$ cat src/rtl/chal_pkg.sv
package chal_pkg;
  typedef enum logic [2:0] {
    ST_IDLE, ST_ARMED, ST_CHECK, ST_REPORT, ST_WAIT
  } chk_state_t;

  typedef enum logic [1:0] {
    FC_NONE = 2'd0, FC_WRONG = 2'd1, FC_LATE = 2'd2, FC_TIMEOUT = 2'd3
  } fail_code_t;
endpackage

$ cat src/rtl/chal_seq.sv
module chal_seq
  import chal_pkg::*;
#(
  parameter int CW    = 33,
  parameter int GRACE = 16
) (
  input  logic          clk,
  input  logic          rst,
  input  logic          ld_vld,
  input  logic          hw_we,
  input  logic [CW-1:0] el_cnt,
  input  logic [CW-1:0] lim,
  input  logic [CW-1:0] wt_cnt,
  input  logic [CW-1:0] wt_lim,
  input  logic          seen,
  input  logic          val_ok,
  input  logic          on_time,
  output chk_state_t    st,
  output logic          irq,
  output logic          pass,
  output logic          alarm,
  output logic [1:0]    code,
  output logic          busy
);
  localparam logic [CW-1:0] GR = CW'(GRACE);

  chk_state_t    nxt;
  logic [CW-1:0] lim_end;
  logic          expired;
  logic          wait_done;
  logic          good;
  fail_code_t    verdict;

  assign lim_end   = lim + GR;
  assign expired   = (el_cnt == lim_end);
  assign wait_done = ((wt_cnt + 1'b1) >= wt_lim);
  assign good      = seen && val_ok && on_time;

  always_comb begin
    if (!seen)        verdict = FC_TIMEOUT;
    else if (!on_time) verdict = FC_LATE;
    else if (!val_ok)  verdict = FC_WRONG;
    else               verdict = FC_NONE;
  end

  always_comb begin
    nxt = st;
    case (st)
      ST_IDLE:   if (ld_vld) nxt = ST_ARMED;
      ST_ARMED:  if (hw_we || expired) nxt = ST_CHECK;
      ST_CHECK:  nxt = ST_REPORT;
      ST_REPORT: nxt = ST_WAIT;
      ST_WAIT:   if (wait_done) nxt = ST_IDLE;
      default:   nxt = ST_IDLE;
    endcase
  end

  always_ff @(posedge clk) begin
    if (rst) begin
      st    <= ST_IDLE;
      irq   <= 1'b0;
      pass  <= 1'b0;
      alarm <= 1'b0;
      code  <= 2'd0;
      busy  <= 1'b0;
    end else begin
      st   <= nxt;
      busy <= (nxt != ST_IDLE);
      case (st)
        ST_IDLE:  irq <= ld_vld;
        ST_ARMED: irq <= !hw_we && (el_cnt < lim);
        default:  irq <= 1'b0;
      endcase
      pass  <= (st == ST_CHECK) && good;
      alarm <= (st == ST_CHECK) && !good;
      code  <= (st == ST_CHECK) ? verdict : FC_NONE;
    end
  end


  pass_alarm_excl_chk: assert property (@(posedge clk) disable iff (rst)
    !(pass && alarm));

  verdict_pulse_chk: assert property (@(posedge clk) disable iff (rst)
    (pass || alarm) |=> !(pass || alarm));

  irq_in_round_chk: assert property (@(posedge clk) disable iff (rst)
    irq |-> (st == ST_ARMED));

  count_bound_chk: assert property (@(posedge clk) disable iff (rst)
    (st == ST_ARMED) |-> (el_cnt <= lim_end));

  load_ignored_chk: assert property (@(posedge clk) disable iff (rst)
    (st == ST_WAIT && ld_vld) |=> (st != ST_ARMED));
endmodule

$ cat config.mk
export PLATFORM = sky130hd
export DESIGN_NAME = chal_seq
export DESIGN_NICKNAME = d
export VERILOG_FILES = /design/src/rtl/chal_pkg.sv /design/src/rtl/chal_seq.sv
export SDC_FILE = /design/constraint.sdc
export NUM_CORES = 1
export LEC_CHECK = 0
export ABC_CLOCK_PERIOD_IN_PS = 10000
export CAP_MARGIN = 20
export CORE_AREA = 2 2 86 88
export CTS_CLUSTER_SIZE = 24
export DETAILED_ROUTE_END_ITERATION = 8
export DIE_AREA = 0 0 88 90
export DONT_BUFFER_PORTS = 1
export GPL_ROUTABILITY_DRIVEN = 0
export PLACE_DENSITY = 0.65
export SKIP_CTS_REPAIR_TIMING = 1
export SLEW_MARGIN = 40
export SYNTH_ARGS = -nofsm -noshare
export SYNTH_HDL_FRONTEND = slang
export SYNTH_SLANG_ARGS = --single-unit
$ cat constraint.sdc
create_clock -name clk -period 10 [get_ports clk]
set_input_delay 1.5 -clock clk [delete_from_list [all_inputs] [get_ports clk]]
set_output_delay 1.5 -clock clk [all_outputs]
set_load 0.02 [all_outputs]
* After elaboration in Yosys (flattened, before gate mapping)
Index checks and enable logic that the tools add are counted. Widths: inputs -> output; s select.
Word-level totals: register bits after elaboration 9, input bits 139, output and inout bits 9, word-level logic and storage cells 35
Cells by class: $add $sub $neg 2, magnitude comparators 2, equal/unequal tests 5, muxes and demuxes 8, bitwise operators 1, reduce and logical (&&, ||, !) cells 11
Operators with widths (count):
- $add 33x1->33 const B | 1
- $add 33x5->33 const B | 1
- $eq 33x33->1 | 1
- $ge 33x33->1 | 1
- $lt 33x33->1 | 1
- $pmux 3 s5 | 1
- $mux 3 | 3
- $eq 3x2->1 const B | 2
- $logic_and 1x1->1 | 5
- $mux 2 | 2
- $eq 3x1->1 const B | 1
- $eq 3x3->1 const B | 1
- $logic_not 3->1 | 1
- $reduce_bool 3->1 | 1
- $logic_not 1->1 | 2
- $pmux 1 s2 | 1
- $reduce_or 2->1 | 1
- $logic_or 1x1->1 | 1
- $mux 1 | 1
- $not 1->1 | 1

* Longest topological paths before layout
Gate-level depths: netlist of run 1.
depth in word-level cells 6, depth in mapped cells 17, mapped depth without buffers 17

* Least setup slack after synthesis of run 1
Ideal clock, no wire load.
kind input-to-reg, start point input wt_cnt[3], end point register busy, setup time 58 ps, arrival time 4177 ps, required time 9942 ps, slack 5765 ps, stages on the path 16, buffers on the path 0, path through and4_1 > nand3_1 > nor2_1 > and4_1 > nor2b_1 > and2_1 > xor2_1 > ha_1 > a21o_1 > a21o_1 > a21oi_1 > nor2_1 > a311oi_1 > a31oi_1 > a211oi_1 > a31o_2
Between the ends: cells in the longest elaborated chain, start to end 5
Ends and longest elaborated chain:
- start: declaration | line chal_seq.sv:13 | input logic [CW-1:0] wt_cnt,
- $add 33x1->33 | line chal_seq.sv:36 | assign wait_done = ((wt_cnt + 1'b1) >= wt_lim);
- $ge 33x33->1 | line chal_seq.sv:36
- $mux 3 | line chal_seq.sv:53 | ST_WAIT: if (wait_done) nxt = ST_IDLE;
- $pmux 3 s5 | line chal_seq.sv:48 | case (st)
- $reduce_bool 3->1 | line chal_seq.sv:68 | busy <= (nxt != ST_IDLE);
- end signal: assignment | line chal_seq.sv:68
- end: declaration | line chal_seq.sv:23 | output logic busy
Every way passes these cells. A chain may end at the register's enable or synchronous reset.

* Worst setup path in the final report of run 1
Ends and elaborated chain as after synthesis.

==> run summary, run 1 <==
Status = complete, no violations
CP Capture Type = flip-flop
Critical Path RT = 10,170 ps
Worst EP arrival = 4590 ps
Cell leakage power = 1.75 nW
Ys flop type = dfxtp_1
Area post-placement = 0.00360 sq mm
Worst hold path class = flip-flop to flip-flop
Final #Nets = 690
Top cells by area, synth = ha_1, xnor2_1, inv_1
Adder-Cell Fraction of Synth Area = 0.243
Worst path top cell family by delay = simple AND/OR/NAND/NOR gates
GRT met1 Usage = 0.262
Asr flop ratio synth = 0
Post-Synth XOR/XNOR Area = 0.163
Net Count, Synth = 691
Max_cap viols = 0
Synth Instances = 484
Io pins = 148
Vias in the first global route = 3,498
Worst vdd ir = 37.8 uV
Initial DRC Count = 97
Die area = 0.00792 sq mm
Critical Path Fanout Max = 5
Core Rows = 31
Tot Pwr = 0.188 mW
Min Clock Period, post-route = 4420 ps
Largest family of logic cells by synthesized area = simple AND/OR/NAND/NOR gates
Sink Count = 9
Fin crit share = 0.442
Register area = 180 sq um
CP Buf/Inv Count = 0
Reg clk slew, reported paths = 40 ps
Crit-path slowest cell = and4_1
RSZ-0062 raised after global routing = false
Pwr Density = 51.7 mW/mm^2
Die width = 88 um
Root Driver = clkbuf_8
Synth warn = 0
Final instance area = 0.00364 sq mm
WL per Instance = 15.2 um
Final Util = 0.519
Initial Util = 0.498
GR Util met2 = 0.407
Global route overflow = 0
Crit path largest cell delay = 320 ps
Multiplexer share of the synthesized area = 0.00286
CP startpoint kind = input pin
Footprint of the multi-input gates = 0.00304 sq mm
Synth Cell Area = 0.00350 sq mm
IO Port Bufs = 0
Slew @ Worst Pin = 727 ps
Area share of and/or/nand/nor cells after synthesis = 0.264
Share of cells above drive strength 1 = 0.0228
Drt pass-1 iters = 4
Seq/Total Area, Yosys = 0.0515
First-pass GRT wire length = 14,800 um
Setup_tns = 0 ps
Synth Area in Compound Gates = 0.197
Core area = 0.00702 sq mm
Slew HR = 0.503
Final Max Slew Viols = 0
Area growth syn-to-layout = 4.15%
DP Wirelength = 8030 um
Synth cell types = 51
Top-area cell type share of the netlist area = 0.243
Grt peak-use layer = met2
Total track usage = 0.222
# diodes = 0
Initial antenna violation count = 0
Setup Viol. Count Final = 0
Via density = 5.85
Filler instances = 719
Critical path class = input pin to flip-flop
Critical-path cell list = and4_1 > nand3_1 > nor2_1 > and4_1 > nor2b_1 > and2_1 > nand3_1 > xnor2_1 > ha_1 > a21oi_1 > nor2b_1 > o21ai_0 > nand4b_1 > a311oi_1 > a31oi_1 > a211oi_1 > a31o_2
Die Y = 90 um
H-tree levels = 1
Hold Violations, Final = 0
Met3 track demand over resource = 0.0496
# DRC = 0
Post-Syn Area per Cell = 7.23 sq um
CTS max path bufs = 2
Yosys reg bits = 9
Number of buffers created by CTS = 3
WL final = 8840 um
Skew-Pair Late Insertion Delay = 220 ps
CTS tree = built
Cell taking the most area after synthesis = ha_1
ANT nets after route = 0
Largest net degree at the start of global routing = 11
FMAX = 226 MHz
Total number of vias = 3,397
Final Skew = 0.895 ps
Post-synth EDFFs = 0
## registers in the layout, summed over array words and instances, names as in the netlist
name and flops:
busy 1, alarm 1, pass 1, st 3, irq 1, code 2
## synthesized netlist by cell type, drive strengths merged (2+ instances only)
library cell  number
nor4              12
dfxtp              9
nor3               7
o31ai              2
nand3             35
xor2              16
nand2             24
and2               3
a21o              31
ha                68
or3                2
nand4             21
nor2              23
a31oi              4
clkbuf             5
a211oi             3
a311oi             3
and4               4
a21oi             23
or4                4
inv               67
nand2b             7
a31o               2
xnor2             49
o21ai             19
and3               9
a2111oi            2
nor3b              3
nor2b              5
o21a               5
o2111ai            2
## worst register-to-register path, stage by stage, from the launching register on
cell and delay (ps):
dfxtp_1 600, nor3b_1 240, nand2_1 90, o41a_1 410, a31oi_1 150, o21a_1 130
## path summary, 6_finish.rpt
| kind | start | to | slack, ps | cells past startpoint |
|---|---|---|---|---|
| worst max-delay path | wt_cnt[3] | busy | 5580 | 17 |
| worst min-delay path | st[1] | alarm | 740 | 1 |
| worst max register to register | st[0] | irq | 8330 | 5 |
| worst min register to register | st[1] | alarm | 740 | 1 |
## cells by family (layout without fill, tap and decap cells)
| group | count (synthesis) | count (layout) |
|---|---|---|
| XOR/XNOR | 65 | 65 |
| adder cells (fa/ha/maj) | 68 | 68 |
| buffers and inverters | 73 | 71 |
| AO/OA/AOI/OAI | 103 | 103 |
| AND/OR/NAND/NOR | 165 | 165 |
| flip-flops | 9 | 9 |
| multiplexers | 1 | 1 |
## final cells by class
cell class	count	share of cell area
well taps	99	0.0340
flip-flops and latches	9	0.0495
inverters	67	0.0690
clock buffers	4	0.0124
multi-input cells	402	0.835
## metrics by stage
stage	setup WS [ps]	hold WS [ps]	instances
6_report	5580	735	581
3_3_place_gp	5480	721	577
5_1_grt	5190	751	581
4_1_cts	5560	731	581
3_5_place_dp	5340	720	577
2_1_floorplan	5760	719	484
## placed cells by master (no fill, tap or decap), types with 9 or more instances in the layout
cell,netlist,routed
a21o_1,31,31
a21oi_1,23,23
and3_1,9,9
dfxtp_1,9,9
ha_1,68,68
inv_1,67,67
nand2_1,24,24
nand3_1,35,35
nand4_1,20,20
nor2_1,23,23
nor4_1,11,11
o21ai_0,17,17
xnor2_1,49,49
xor2_1,16,16
## power by group
group | total, mW | internal (mW) | leakage (nW) | switching, mW
Combinational | 0.105 | 0.0523 | 1.66 | 0.0526
Clock | 0.0401 | 0.0276 | 0.0228 | 0.0125
Sequential | 0.0432 | 0.0381 | 0.0735 | 0.00515
## layer usage
layer	up-vias	wire, um
li1	1744	-
met1	1515	3560
met2	128	4330
met3	10	838
met4	0	116
met5	-	0
(Power assumes the default switching activity.)
==> run 2: changes to the inputs <==
Settings changed: ABC_CLOCK_PERIOD_IN_PS 10000 to 4000, PLACE_DENSITY 0.65 to 0.68.
Clock period 10 ns to 4 ns, I/O delays scaled along.
==> run 2 against run 1 <==
Against the previous run: clock power grew to 2.6 times the previous value; cell count grew 0.34%; critical endpoint unchanged; global-route usage shrank 0.45 points.
==> run summary, run 2 (synthesis results as in run 1) <==
Drt pass-1 iters = 4
Dpl cells = 579
Total number of vias = 3,431
Final Util = 0.521
Layout Cells excl Fill = 583
Worst Reg2Reg Path Length in Cells = 5
# DRC = 0
Sink Count = 9
Hold Path Depth = 1
Critical path class = input pin to flip-flop
Final #Nets = 692
Initial antenna violation count = 0
# diodes = 0
Max_cap viols = 0
Die Y = 90 um
Top reg by flops = st
Setup Viol. Count Final = 0
Pre-CTS setup slack = 305 ps
Setup_tns = 0 ps
Critical Path RT = 4180 ps
Critical R2R Launch = st[0]
RSZ-0062 raised after global routing = false
Clk pwr share = 0.218
IO Port Bufs = 0
Initial DRC Count = 59
Area growth syn-to-layout = 4.58%
Worst hold path class = input pin to flip-flop
Internal = 0.296 mW
Pwr Density = 130 mW/mm^2
Reg power frac = 0.227
Core area = 0.00702 sq mm
Fin crit share = 0.864
Share of cells above drive strength 1 = 0.0269
Hold Violations, Final = 0
Min Clock Period, post-route = 3450 ps
ANT nets after route = 0
P_sw = 0.180 mW
Status = complete, no violations
Die area = 0.00792 sq mm
Number of buffers created by CTS = 3
Most used cells in the layout excluding fill and tap cells = ha_1, inv_1, xnor2_1
CTS max path bufs = 2
Skew-Pair Late Insertion Delay = 230 ps
Critical Path Fanout Max = 4
Root Driver = clkbuf_8
Hold_sp = rst
Via density = 5.89
Global route overflow = 0
WL per Instance = 15.4 um
WHS Endpoint = st[2]
Core Rows = 31
Max reg flops = 3
Slew @ Worst Pin = 712 ps
Total track usage = 0.217
Slew HR = 0.521
Vias in the first global route = 3,496
Io pins = 148
Cell leakage power = 1.76 nW
WL final = 8970 um
Most common cell after layout, fill and taps aside = ha_1
H-tree levels = 1
Die width = 88 um
Worst vdd ir = 81.3 uV
Reg clk slew, reported paths = 40 ps
Worst setup margin = 545 ps
FMAX = 289 MHz
CTS tree = built
Final Max Slew Viols = 0
DP Wirelength = 8060 um
Worst EP arrival = 3630 ps
Initial Util = 0.498
Switching share of power = 0.379
Final Skew = 0.689 ps
Setup slack, reg-to-reg = 2280 ps
CP Capture Type = flip-flop
FF-to-FF End = irq
CP startpoint kind = input pin
Comb power frac = 0.555
Regs by FF count = st x3, code x2
First-pass GRT wire length = 14,400 um
Largest net degree at the start of global routing = 11
-- run 2: area by class of cell --
type | count | area (sq um)
Multi-Input combinational cell | 402 | 3040
Sequential cell | 9 | 180
Inverter | 67 | 251
Fill cell | 704 | 3360
Timing Repair Buffer | 2 | 15.0
Clock buffer | 4 | 45.0
Tap cell | 99 | 124
-- run 2: routing by layer --
layer	routed length, um	part of all wire	up-vias	track usage
met5	0	0	-	0
met1	3520	0.39	1556	0.230
met3	748	0.083	8	0.0496
li1	-	-	1749	-
met2	4620	0.52	118	0.426
met4	83	0.0093	0	0.0385
-- run 2: worst max-delay path by stage --
stage	startpoint	endpoint	slack, ps
global placement	wt_cnt[3]	busy	360
CTS	wt_cnt[3]	busy	510
finish	wt_cnt[3]	busy	550
global route	wt_cnt[3]	busy	170
detailed placement	wt_cnt[3]	busy	310
floorplan	wt_cnt[3]	busy	660
-- run 2: stage by stage --
step                area [sq um]  power [mW]  hold slack, ps
global route                3660       0.526             448
CTS                         3660       0.481             446
detailed placement          3610       0.373             688
global placement            3610       0.365             691
floorplan                   3500       0.322             684
finish                      3660       0.476             451
-- run 2: power by group through the flow --
| stage | clock (mW) | sequential [mW] | combinational [mW] |
|---|---|---|---|
| global placement | 0 | 0.110 | 0.256 |
| finish | 0.104 | 0.108 | 0.264 |
| global route | 0.113 | 0.109 | 0.305 |
| floorplan | 0 | 0.105 | 0.217 |
| detailed placement | 0 | 0.110 | 0.263 |
| CTS | 0.107 | 0.108 | 0.266 |
-- run 2: critical path, stage by stage --
cell,delay [ps]
and4_1,250
nand3_1,110
nor2_1,190
and4_1,260
nor2b_1,230
and2_1,250
nand3_1,110
xnor2_1,130
ha_1,300
a21oi_1,140
nor2b_1,60
o21ai_0,140
nand4b_1,130
a311oi_1,240
a31oi_1,60
a211oi_1,280
a31o_2,150
